`src/rtl/stamp_pkg.sv`:
```
package stamp_pkg;

    localparam int WORD_W = 64;
    localparam int CH_W   = 2;
    localparam int RSV_W  = 4;
    localparam int TS_W   = WORD_W - CH_W - RSV_W - 2;

    typedef logic [TS_W-1:0] stamp_t;

    // Outgoing event word, most significant field first
    typedef struct packed {
        stamp_t            ts;
        logic [CH_W-1:0]   ch;
        logic [RSV_W-1:0]  rsv;
        logic              rise;
        logic              pad;
    } ev_word_t;

    // One pending event per channel
    typedef struct packed {
        logic   vld;
        logic   rise;
        stamp_t ts;
    } slot_t;

    function automatic ev_word_t pack_word(input stamp_t ts,
                                           input logic [CH_W-1:0] ch,
                                           input logic rise);
        ev_word_t w;
        w.ts   = ts;
        w.ch   = ch;
        w.rsv  = '0;
        w.rise = rise;
        w.pad  = 1'b0;
        return w;
    endfunction

endpackage

```
`src/rtl/edge_sync.sv`:
```
module edge_sync #(
    parameter int W = 4
) (
    input  logic         clk,
    input  logic         rst,
    input  logic [W-1:0] d_async,
    output logic [W-1:0] d_sync
);

    logic [W-1:0] stage1;

    always_ff @(posedge clk) begin
        if (rst) begin
            stage1 <= '0;
            d_sync <= '0;
        end else begin
            stage1 <= d_async;
            d_sync <= stage1;
        end
    end

endmodule

```
`src/rtl/glitch_filt.sv`:
```
module glitch_filt #(
    parameter int FILT_CYC = 4
) (
    input  logic clk,
    input  logic rst,
    input  logic raw,
    output logic level,
    output logic chg
);

    localparam int CNT_W = $clog2(FILT_CYC + 1);

    logic [CNT_W-1:0] cnt;

    always_ff @(posedge clk) begin
        if (rst) begin
            level <= 1'b0;
            cnt   <= '0;
            chg   <= 1'b0;
        end else begin
            chg <= 1'b0;
            if (raw == level) begin
                cnt <= '0;
            end else if (cnt == CNT_W'(FILT_CYC - 1)) begin
                level <= raw;
                cnt   <= '0;
                chg   <= 1'b1;
            end else begin
                cnt <= cnt + 1'b1;
            end
        end
    end

endmodule

```
`src/rtl/event_slots.sv`:
```
module event_slots
    import stamp_pkg::*;
#(
    parameter int N_CH = 4
) (
    input  logic              clk,
    input  logic              rst,
    input  logic              en,
    input  logic [N_CH-1:0]   chg,
    input  logic [N_CH-1:0]   lvl,
    input  stamp_t            ts,
    input  logic              ev_ready,
    output logic              ev_valid,
    output logic [WORD_W-1:0] ev_data,
    output logic              ovf
);

    localparam int SEL_W = (N_CH > 1) ? $clog2(N_CH) : 1;

    slot_t            slots [N_CH];
    logic [SEL_W-1:0] pick;
    logic [SEL_W-1:0] sel;
    logic [SEL_W-1:0] sel_q;
    logic             any;
    logic             stall_q;
    logic [N_CH-1:0]  pop;

    // Lowest occupied slot wins; a stalled offer keeps its channel
    always_comb begin
        any  = 1'b0;
        pick = '0;
        for (int i = N_CH - 1; i >= 0; i--) begin
            if (slots[i].vld) begin
                any  = 1'b1;
                pick = SEL_W'(i);
            end
        end
        sel = stall_q ? sel_q : pick;
    end

    always_comb begin
        for (int i = 0; i < N_CH; i++) begin
            pop[i] = any && ev_ready && (sel == SEL_W'(i));
        end
    end

    assign ev_valid = any;
    assign ev_data  = pack_word(slots[sel].ts, CH_W'(sel), slots[sel].rise);

    always_ff @(posedge clk) begin
        if (rst) begin
            stall_q <= 1'b0;
            sel_q   <= '0;
            ovf     <= 1'b0;
            for (int i = 0; i < N_CH; i++) begin
                slots[i] <= '0;
            end
        end else begin
            stall_q <= any && !ev_ready;
            sel_q   <= sel;
            for (int i = 0; i < N_CH; i++) begin
                if (en && chg[i]) begin
                    if (slots[i].vld && !pop[i]) begin
                        ovf <= 1'b1;
                    end else begin
                        slots[i] <= '{vld: 1'b1, rise: lvl[i], ts: ts};
                    end
                end else if (pop[i]) begin
                    slots[i].vld <= 1'b0;
                end
            end
        end
    end

endmodule

```
`src/rtl/edge_stamp_unit.sv`:
```
module edge_stamp_unit
    import stamp_pkg::*;
#(
    parameter int N_CH     = 4,
    parameter int FILT_CYC = 4
) (
    input  logic              clk,
    input  logic              rst,
    input  logic              en,
    input  logic              ts_clr,
    input  logic [N_CH-1:0]   din,
    output logic              ev_valid,
    input  logic              ev_ready,
    output logic [WORD_W-1:0] ev_data,
    output logic              ovf
);

    logic [N_CH-1:0] din_s;
    logic [N_CH-1:0] lvl;
    logic [N_CH-1:0] chg;
    stamp_t          ts;

    always_ff @(posedge clk) begin
        if (rst || ts_clr) begin
            ts <= '0;
        end else begin
            ts <= ts + 1'b1;
        end
    end

    edge_sync #(.W(N_CH)) u_sync (
        .clk     (clk),
        .rst     (rst),
        .d_async (din),
        .d_sync  (din_s)
    );

    for (genvar c = 0; c < N_CH; c++) begin : g_filt
        glitch_filt #(.FILT_CYC(FILT_CYC)) u_filt (
            .clk   (clk),
            .rst   (rst),
            .raw   (din_s[c]),
            .level (lvl[c]),
            .chg   (chg[c])
        );
    end

    event_slots #(.N_CH(N_CH)) u_slots (
        .clk      (clk),
        .rst      (rst),
        .en       (en),
        .chg      (chg),
        .lvl      (lvl),
        .ts       (ts),
        .ev_ready (ev_ready),
        .ev_valid (ev_valid),
        .ev_data  (ev_data),
        .ovf      (ovf)
    );

endmodule

```
`config.mk`:
```
export PLATFORM = sky130hd
export DESIGN_NAME = edge_stamp_unit
export DESIGN_NICKNAME = d
export VERILOG_FILES = /design/src/rtl/stamp_pkg.sv /design/src/rtl/edge_sync.sv /design/src/rtl/glitch_filt.sv /design/src/rtl/event_slots.sv /design/src/rtl/edge_stamp_unit.sv
export SDC_FILE = /design/constraint.sdc
export NUM_CORES = 1
export LEC_CHECK = 0
export ABC_AREA = 1
export BUFFER_PORTS_ARGS = -buffer_cell sky130_fd_sc_hd__buf_2
export CORE_ASPECT_RATIO = 0.8
export CORE_MARGIN = 4
export CORE_UTILIZATION = 30
export DETAILED_ROUTE_END_ITERATION = 8
export PLACE_DENSITY = 0.55
export SLEW_MARGIN = 20
export SYNTH_ARGS = -nofsm -noshare
export SYNTH_HDL_FRONTEND = slang
export SYNTH_SLANG_ARGS = --single-unit
```
`constraint.sdc`:
```
create_clock -name clk -period 3.5 [get_ports clk]
set_input_delay 0.35 -clock clk [delete_from_list [all_inputs] [get_ports clk]]
set_output_delay 0.35 -clock clk [all_outputs]
set_load 0.1 [all_outputs]
```
; Word-level counts from Yosys, hierarchy flattened
; Memories as Yosys holds them, arrays and structs flattened.
; Index checks and enable logic that the tools add are counted.
; Widths: inputs -> output; s select.
[totals]
elab_cells = 143
reg_bits = 88
mem_count = 1
output_inout_bits = 66
inputBits = 9
ramBits = 232
[op_classes]
bitwise = 12
n_eq_ne = 11
addsub = 5
muxes = 63
reduce_logical = 33
[mem_list]
columns = memory, words, width, read_ports, rd_ports_with_merged_regs, wr, line
row1 = u_slots.slots, 4, 58, 5, 0, 4, event_slots.sv:20  ; slot_t slots [N_CH];
[op_table]
columns = op, n
row1 = $mux 58, 4
row2 = $add 56x1->56 const B, 1
row3 = $mux 1, 54
row4 = $logic_and 1x1->1, 14
row5 = $add 3x1->3 const B, 4
row6 = $eq 3x2->1 const B, 4
row7 = $reduce_or 3->1, 4
row8 = $mux 2, 5
row9 = $or 1x1->1, 8
row10 = $reduce_and 2->1, 4
row11 = $reduce_or 2->1, 4
row12 = $logic_not 1->1, 5
row13 = $eq 1x1->1, 4
row14 = $eq 2x2->1 const B, 2
row15 = $not 1->1, 4
row16 = $eq 2x1->1 const B, 1
row17 = $logic_not 2->1, 1
row18 = $logic_or 1x1->1, 1

; Depth between registers and ports, before layout
; Gate-level depths: netlist of the first run.
; An unclocked memory read counts as a cell.
[logic_depth]
word_depth = 18
mapped_depth = 12
ltp_nobuf = 11

; Cells and area by module
; A second synthesis of the first run with hierarchy kept.
[hier_totals]
hier_cells = 1550
area_unflattened_um2 = 14268.7
[by_module_without_submodules]
columns = module, cells_each, seq_area_each_um2, instances, area_each_um2
row1 = event_slots, 928, 7046.8, 1, 10030.9
row2 = edge_stamp_unit, 505, 1121.1, 1, 3205.6
row3 = glitch_filt, 23, 100.1, 4, 200.2
row4 = edge_sync, 25, 160.2, 1, 231.5

; Worst setup path after synthesis of the first run
; Ideal clock, no wire load.
[synth_timing]
kind = flip-flop to flip-flop
startpoint = mem u_slots.slots[0][57] in the netlist's numbering
endpoint = mem u_slots.slots[3][0] in the netlist's numbering (enable)
path_stages_with_launch = 8
n_path_buf = 0
synth_period_minus_slack_ns = 3.429
t_arrival_ns = 3.013
t_required_ns = 3.084
setup_time_ns = 0.416
path_slack_ns = 0.071
cell_sequence = edfxtp_1 > nor2_1 > nand3_1 > nand2_1 > nand3_1 > nand2_1 > nand2_1 > nand2_1
[synth_rtl]
columns = item, line
row1 = from (decl), event_slots.sv:20

==> qor.txt, run 1 <==
r2r endpoint = u_slots.slots[2][22]$_SDFFCE_PN0P_
area grow syn2layout = 15.9%
starting density of the core = 30.4%
fin crit period = 3.18 ns
drt pass-1 iters = 5
met2 WL = 17700 um
placed cells = 2128
Clock Tree Buf Depth = 3
CTS buffer count = 35
Fill cells = 4722
worst slew pin tran = 0.870 ns
Ys Warns = 0
Worst Path Class, Setup = reg2out
first-pass GRT wire length = 60600 um
Port-buffer cells = 69
met1 wire length = 18000 um
Die Ht = 200 um
Psw = 2600 uW
ANT nets after route = 0
Yosys reg bits = 320
CP Capture Type = output pin
Remaining Overflow, GRT = 0
CTS Sinks = 320
min-delay src = din[1]
Max Fclk = 315 MHz
Worst-path clk slew = 0.06 ns
Setup Skew = 0.0208 ns
worst r2r path cells = 11
drt drc = 0
Post-synth EDFFs = 232
Hold Path Sink = u_sync.stage1[1]$_SDFF_PP0_
worst skew pair latency = 0.52 ns
fin crit share = 90.8%
DR top layer = met4
share of the synthesized area in the top cell type = 50.2%
Via density = 4.80
gpl congestion = 0.906
Comb power frac = 13.7%
nets = 1572
Mapped Area = 13900 sq um
Max-Cap Viols = 0
Ant. Diodes = 0
Power Density = 568 nW/um^2
asr flop ratio synth = 0%
Clock power frac = 40.3%
num ports = 75
htree depth = 2
internal power = 6530 uW
GRT Total Usage = 15.3%
synth top area cells = edfxtp_1 (50%), dfxtp_1 (13%), nand2_1 (8.9%)
leakage = 0.00536 uW
Critical Path AT = 2.83 ns
unrepaired setup endpoints after global routing = false
dpl hpwl = 25100 um
Crit path required time = 3.15 ns
WL final = 38700 um
R2R setup slack = 0.93 ns
Rel. slew slack = 42.0%
Crit Reg-Reg Startpoint = u_slots.slots[1][57]$_SDFFCE_PN0P_
row count = 70
layout cells sized above 1 = 11.5%
Final Hold Vio Count = 0
Main synth FF type = edfxtp_1
die area = 49800 sq um
largest net degree at the start of global routing = 58
startpoint class of the critical path = flop
vias in the first global route = 10200
Sw Ratio = 28.5%
Hold Crit Depth = 3
status = finished clean
Post-CTS Setup Inserts = 0
Syn Inst Count = 1482
Vias = 10500
Cell variety after synth = 31
CORE AREA = 45700 sq um
fin cells = 2190
initial DRC count = 766
WL per Instance = 17.7 um
# setup viols final = 0
cell taking the most area after synthesis = edfxtp_1
VDD IR max = 296 uV
Die W = 249 um
CTS tree = done
met3 wire length = 2150 um
initial antenna violation count = 0
syn_area_per_cell = 9.37 sq um
sequential power share = 46.0%
sequential cell area fraction in the yosys report = 62.9%
min-delay worst type = in2reg
setup TNS = 0 ns
Final Max Slew Viols = 0
Root Buffer Master = clkbuf_16
crit-path max FO = 30
[cell families (layout without fill, tap and decap cells)]
family | after synthesis | count (layout) | share of synthesized area (%)
compound gates | 109 | 109 | 4.54
xor+xnor | 1 | 1 | 0.0631
fa+ha+maj | 9 | 9 | 0.811
buf+inv | 183 | 275 | 5.61
flops | 320 | 320 | 62.9
other cells | 1 | 5 | 0.0270
simple gates | 859 | 859 | 26.1
[sequential cells by signal (all words and copies together) (netlist names)]
| name | count |
|---|---|
| u_sync.d_sync | 4 |
| u_slots.sel_q | 2 |
| u_slots.slots | 232 |
| u_slots.stall_q | 1 |
| g_filt.u_filt.cnt | 12 |
| ts | 56 |
| g_filt.u_filt.chg | 4 |
| g_filt.u_filt.level | 4 |
| u_sync.stage1 | 4 |
| u_slots.ovf | 1 |
[cells in the mapped netlist (3+ instances only)]
library cell / count
a21oi_1: 51
and3_1: 5
clkbuf_1: 26
ha_1: 9
nor2_1: 323
a22oi_1: 29
or2_2: 3
nand2_2: 3
edfxtp_1: 232
buf_6: 6
nand2_1: 331
buf_4: 5
o211ai_1: 4
nand3_2: 3
buf_2: 22
nand4_1: 53
dfxtp_1: 88
inv_1: 120
nor2_2: 23
nand3_1: 77
o21ai_0: 22
nor3_1: 34
[cell usage in the layout (no fill, tap or decap)]
master / count
a21oi_1: 51
a22oi_1: 29
and2_1: 1
and3_1: 5
buf_12: 5
buf_2: 69
buf_4: 17
bufinv_16: 3
clkbuf_1: 11
clkbuf_16: 37
clkbuf_8: 2
clkinv_1: 5
clkinv_2: 6
conb_1: 5
dfxtp_1: 88
dlygate4sd3_1: 1
edfxtp_1: 232
ha_1: 9
inv_1: 119
nand2_1: 327
nand2_2: 7
nand3_1: 75
nand3_2: 5
nand4_1: 53
nor2_1: 321
nor2_2: 23
nor2_4: 4
nor3_1: 34
o211ai_1: 4
o21a_1: 1
o21ai_0: 22
o21ai_1: 2
or2_1: 1
or2_2: 3
xor2_1: 1
[worst max path at each step]
stage / start / endpoint / slack [ns]
after floorplan: u_slots.slots[0][57]$_SDFFCE_PN0P_ / u_slots.slots[3][0]$_SDFFCE_PN0P_ / 0.07
after global placement: u_slots.slots[0][57]$_SDFFCE_PN0P_ / ev_data[1] / 0.82
after detailed placement: u_slots.slots[0][57]$_SDFFCE_PN0P_ / ev_data[23] / 0.80
after CTS: u_slots.slots[0][57]$_SDFFCE_PN0P_ / ev_data[23] / 0.21
after global routing: u_slots.slots[0][57]$_SDFFCE_PN0P_ / ev_data[23] / 0.07
final: u_slots.slots[3][57]$_SDFFCE_PP0P_ / ev_data[60] / 0.32
[routing by layer]
metal / global-route usage [%] / up-vias
li1: - / 5064
met1: 21.5 / 5099
met2: 24.8 / 285
met3: 2.67 / 58
met4: 3.65 / 0
met5: 0 / -
[cell type report]
type | count | area (sq um) | area share, %
clock buffers | 50 | 995 | 6.18
flip-flops and latches | 320 | 8730 | 54.3
repair buffers | 92 | 583 | 3.63
clock inverters | 11 | 126 | 0.786
multi-input cells | 983 | 4430 | 27.5
inverters | 122 | 459 | 2.86
well taps | 612 | 766 | 4.76
[power by group through the flow]
stage / clock (uW) / combinational (uW) / sequential (uW)
6_report: 3680 / 1250 / 4200
5_1_grt: 3930 / 1310 / 4210
4_1_cts: 3750 / 1270 / 4200
3_5_place_dp: 0 / 1270 / 4280
3_3_place_gp: 0 / 1270 / 4280
2_1_floorplan: 0 / 997 / 4280
[per-stage QoR]
step                worst slack (ns)  util, %  hold slack (ns)  cell area [sq um]  power [uW]
global route                  0.0726     35.2           0.0209              16100        9450
global placement               0.820     32.7            0.396              15000        5550
detailed placement             0.801     32.7            0.398              15000        5550
floorplan                     0.0711        -            0.388              13900        5270
CTS                            0.209     35.2           0.0136              16100        9230
finish                         0.321     35.2           0.0334              16100        9130
[critical path: stages, from the launching register on]
cell,delay (ns)
edfxtp_1,0.45
inv_1,0.08
nand2_1,0.08
nand3_1,0.07
nand2_1,0.18
nor2_4,0.16
buf_4,0.41
a22oi_1,0.17
nand3_1,0.22
buf_2,0.48
[what timing repair did]
action,CTS,global route
hold buffers,1,0
resized for setup,0,1
endpoints found under the setup margin,0,3
hold endpoints to repair,1,0
Power figures use the tool's default switching activity.
==> run 2: changes to the inputs <==
--- a/config.mk
+++ b/config.mk
@@ -6,7 +6,7 @@
 export NUM_CORES = 1
 export LEC_CHECK = 0
 export ABC_AREA = 1
-export BUFFER_PORTS_ARGS = -buffer_cell sky130_fd_sc_hd__buf_2
+export BUFFER_PORTS_ARGS = -buffer_cell sky130_fd_sc_hd__buf_4
 export CORE_ASPECT_RATIO = 0.8
 export CORE_MARGIN = 4
 export CORE_UTILIZATION = 30
==> constraint.sdc (replaced) <==
create_clock -name clk -period 3.5 [get_ports clk]
set_input_delay 0 -clock clk [delete_from_list [all_inputs] [get_ports clk]]
set_output_delay 0 -clock clk [all_outputs]
set_load 0.1 [all_outputs]
==> run 2 against run 1 <==
Against the previous run: largest cell class unchanged; fmax grew 8.4%; clock power grew 4%; critical path depth is the same; utilization grew 0.79 points; hold slack gained 0.33 ns; routed wire length shrank 3.1%; via count shrank 0.42%; critical path type unchanged; first-iteration DRC count grew 25%; global-route usage shrank 0.63 points; sequential power is essentially flat; power grew 2.1%; combinational power grew 6%.
==> qor.txt, run 2 (synthesis gave the netlist of run 1 again) <==
status = finished clean
dpl hpwl = 25500 um (+1.8%)
Die W = 249 um (unchanged)
CTS tree = done
worst slew pin tran = 0.868 ns (-0.00212 ns)
area grow syn2layout = 18.5%
Placed Area = 15100 sq um (+1.3%)
CP cell instances = nor2_1, nand3_1, nand2_1, nand2_1, inv_2, buf_12, nand2_1, nand3_1, buf_4
startpoint class of the critical path = flop
num ports = 75 (unchanged)
Critical Path AT = 2.93 ns (+0.10 ns)
Final Hold Vio Count = 0 (unchanged)
Via density = 4.76 (-0.78%)
Die Ht = 200 um (unchanged)
Clock Tree Buf Depth = 3 (unchanged)
# setup viols final = 0 (unchanged)
Slowest cell on crit path = inv_2
initial antenna violation count = 0 (unchanged)
fin crit period = 2.93 ns (-0.246 ns)
crit-path max FO = 30 (unchanged)
Worst-path clk slew = 0.06 ns (about the same)
WL final = 37500 um (-3.1%)
Setup Skew = 0.0196 ns (-0.00121 ns)
ANT nets after route = 0 (unchanged)
Biggest register = u_slots.slots
layout cells sized above 1 = 11.3% (-0.12 points)
Remaining Overflow, GRT = 0 (unchanged)
Vias = 10500 (-0.42%)
min-delay worst type = in2reg
register area = 8730 sq um (unchanged)
fin crit share = 83.8% (-7.0 points)
max reg flops = 232 (unchanged)
CTS Sinks = 320 (unchanged)
Crit path required time = 3.50 ns (+0.35 ns)
Max-Cap Viols = 0 (unchanged)
Worst Path Class, Setup = reg2out
unrepaired setup endpoints after global routing = false
worst skew pair latency = 0.52 ns (about the same)
VDD IR max = 294 uV (-0.50%)
leakage = 0.00548 uW (+2.4%)
first-pass GRT wire length = 58600 um (-3.4%)
crit-path leading delay family = buffers and inverters
Root Buffer Master = clkbuf_16
starting density of the core = 30.4% (unchanged)
most common cell after layout, fill and taps aside = nand2_1
Power Density = 567 nW/um^2 (-0.14%)
Largest regs = u_slots.slots: 232 flops, ts: 56 flops, g_filt.u_filt.cnt: 12 flops
design area = 16400 sq um (+2.3%)
CTS buffer count = 34 (-2.9%)
initial DRC count = 955 (+25%)
gpl congestion = 0.945 (+4.2%)
drt pass-1 iters = 6 (+1)
cell mode on critical path = nand2_1
row count = 70 (unchanged)
die area = 49800 sq um (unchanged)
Final Max Slew Viols = 0 (unchanged)
largest net degree at the start of global routing = 58 (unchanged)
htree depth = 2 (unchanged)
CP Capture Type = output pin
WL per Instance = 17.1 um (-3.4%)
Rel. slew slack = 41.7% (-0.30 points)
drt drc = 0 (unchanged)
most frequent cells in the layout = nand2_1 (327), nor2_1 (321), edfxtp_1 (232)
nets = 1580 (+0.51%)
area of the multi-input gates = 4430 sq um (unchanged)
setup TNS = 0 ns (unchanged)
crit-path max cell delay = 0.53 ns (+0.05 ns)
WP buf/inv = 3 (unchanged)
Max Fclk = 341 MHz (+8.4%)
Port-buffer cells = 69 (unchanged)
GRT Total Usage = 14.7% (-0.63 points)
Ant. Diodes = 0 (unchanged)
vias in the first global route = 10000 (-2.0%)
Fill cells = 4651 (-1.5%)
CORE AREA = 45700 sq um (unchanged)
==> run 2: cell count changes in the layout (fill, tap and decap cells not counted), sizes merged <==
| cell | before | now |
|---|---|---|
| bufinv | 3 | 4 |
| inv | 119 | 120 |
| clkbuf | 50 | 47 |
| dlygate4sd3 | 1 | 13 |
| buf | 91 | 88 |
==> run 2: metrics by stage <==
stage	power [uW]	utilization, %	setup WS, ns	instances	hold slack, ns
2_1_floorplan	5270	-	0.0711	1486	0.0768
3_3_place_gp	5600	33.1	1.01	2125	0.176
4_1_cts	9430	36.0	0.525	2198	0.335
5_1_grt	9650	36.0	0.343	2198	0.374
3_5_place_dp	5610	33.1	0.902	2125	0.178
6_report	9320	36.0	0.567	2198	0.362
==> run 2: tightest hold or removal path: stages <==
cell and delay, ns:
dlygate4sd3_1 0.53, buf_4 0.24, nor2_1 0.07
==> run 2: repair_timing <==
item / 4_1_cts / 5_1_grt
hold buffers: 13 / 0
endpoints found under the hold margin: 46 / 0
resized for setup: 0 / 0
setup buffers: 0 / 0
==> run 2: final timing paths <==
| kind | startpoint | end | slack [ns] | cells past startpoint |
|---|---|---|---|---|
| max | u_slots.slots[0][57]$_SDFFCE_PN0P_ | ev_data[33] | 0.57 | 9 |
| min reg2reg | u_sync.stage1[0]$_SDFF_PP0_ | u_sync.d_sync[0]$_SDFF_PP0_ | 0.40 | 2 |
| max reg2reg | u_slots.slots[1][57]$_SDFFCE_PN0P_ | u_slots.slots[0][23]$_SDFFCE_PN0P_ | 0.84 | 8 |
| min | rst | u_sync.d_sync[3]$_SDFF_PP0_ | 0.36 | 3 |
==> run 2: layer usage <==
layer	global-route usage [%]	wire length [um]
met5	0	0
met3	3.08	2510
met2	22.4	16100
met4	2.74	520
met1	21.7	18300
==> run 2: power by group <==
group	internal (uW)	switching (uW)	total (uW)
Sequential	4160	35.1	4200
Clock	2320	1490	3810
Combinational	242	1070	1320
Total	6730	2600	9320
==> run 2: area by class of cell <==
type,count,area share (%)
clock buffers,47,6.17
flip-flops and latches,320,53.1
multi-input cells,983,26.9
repair buffers,101,5.42
inverters,122,2.78
clock inverters,13,0.989
well taps,612,4.66
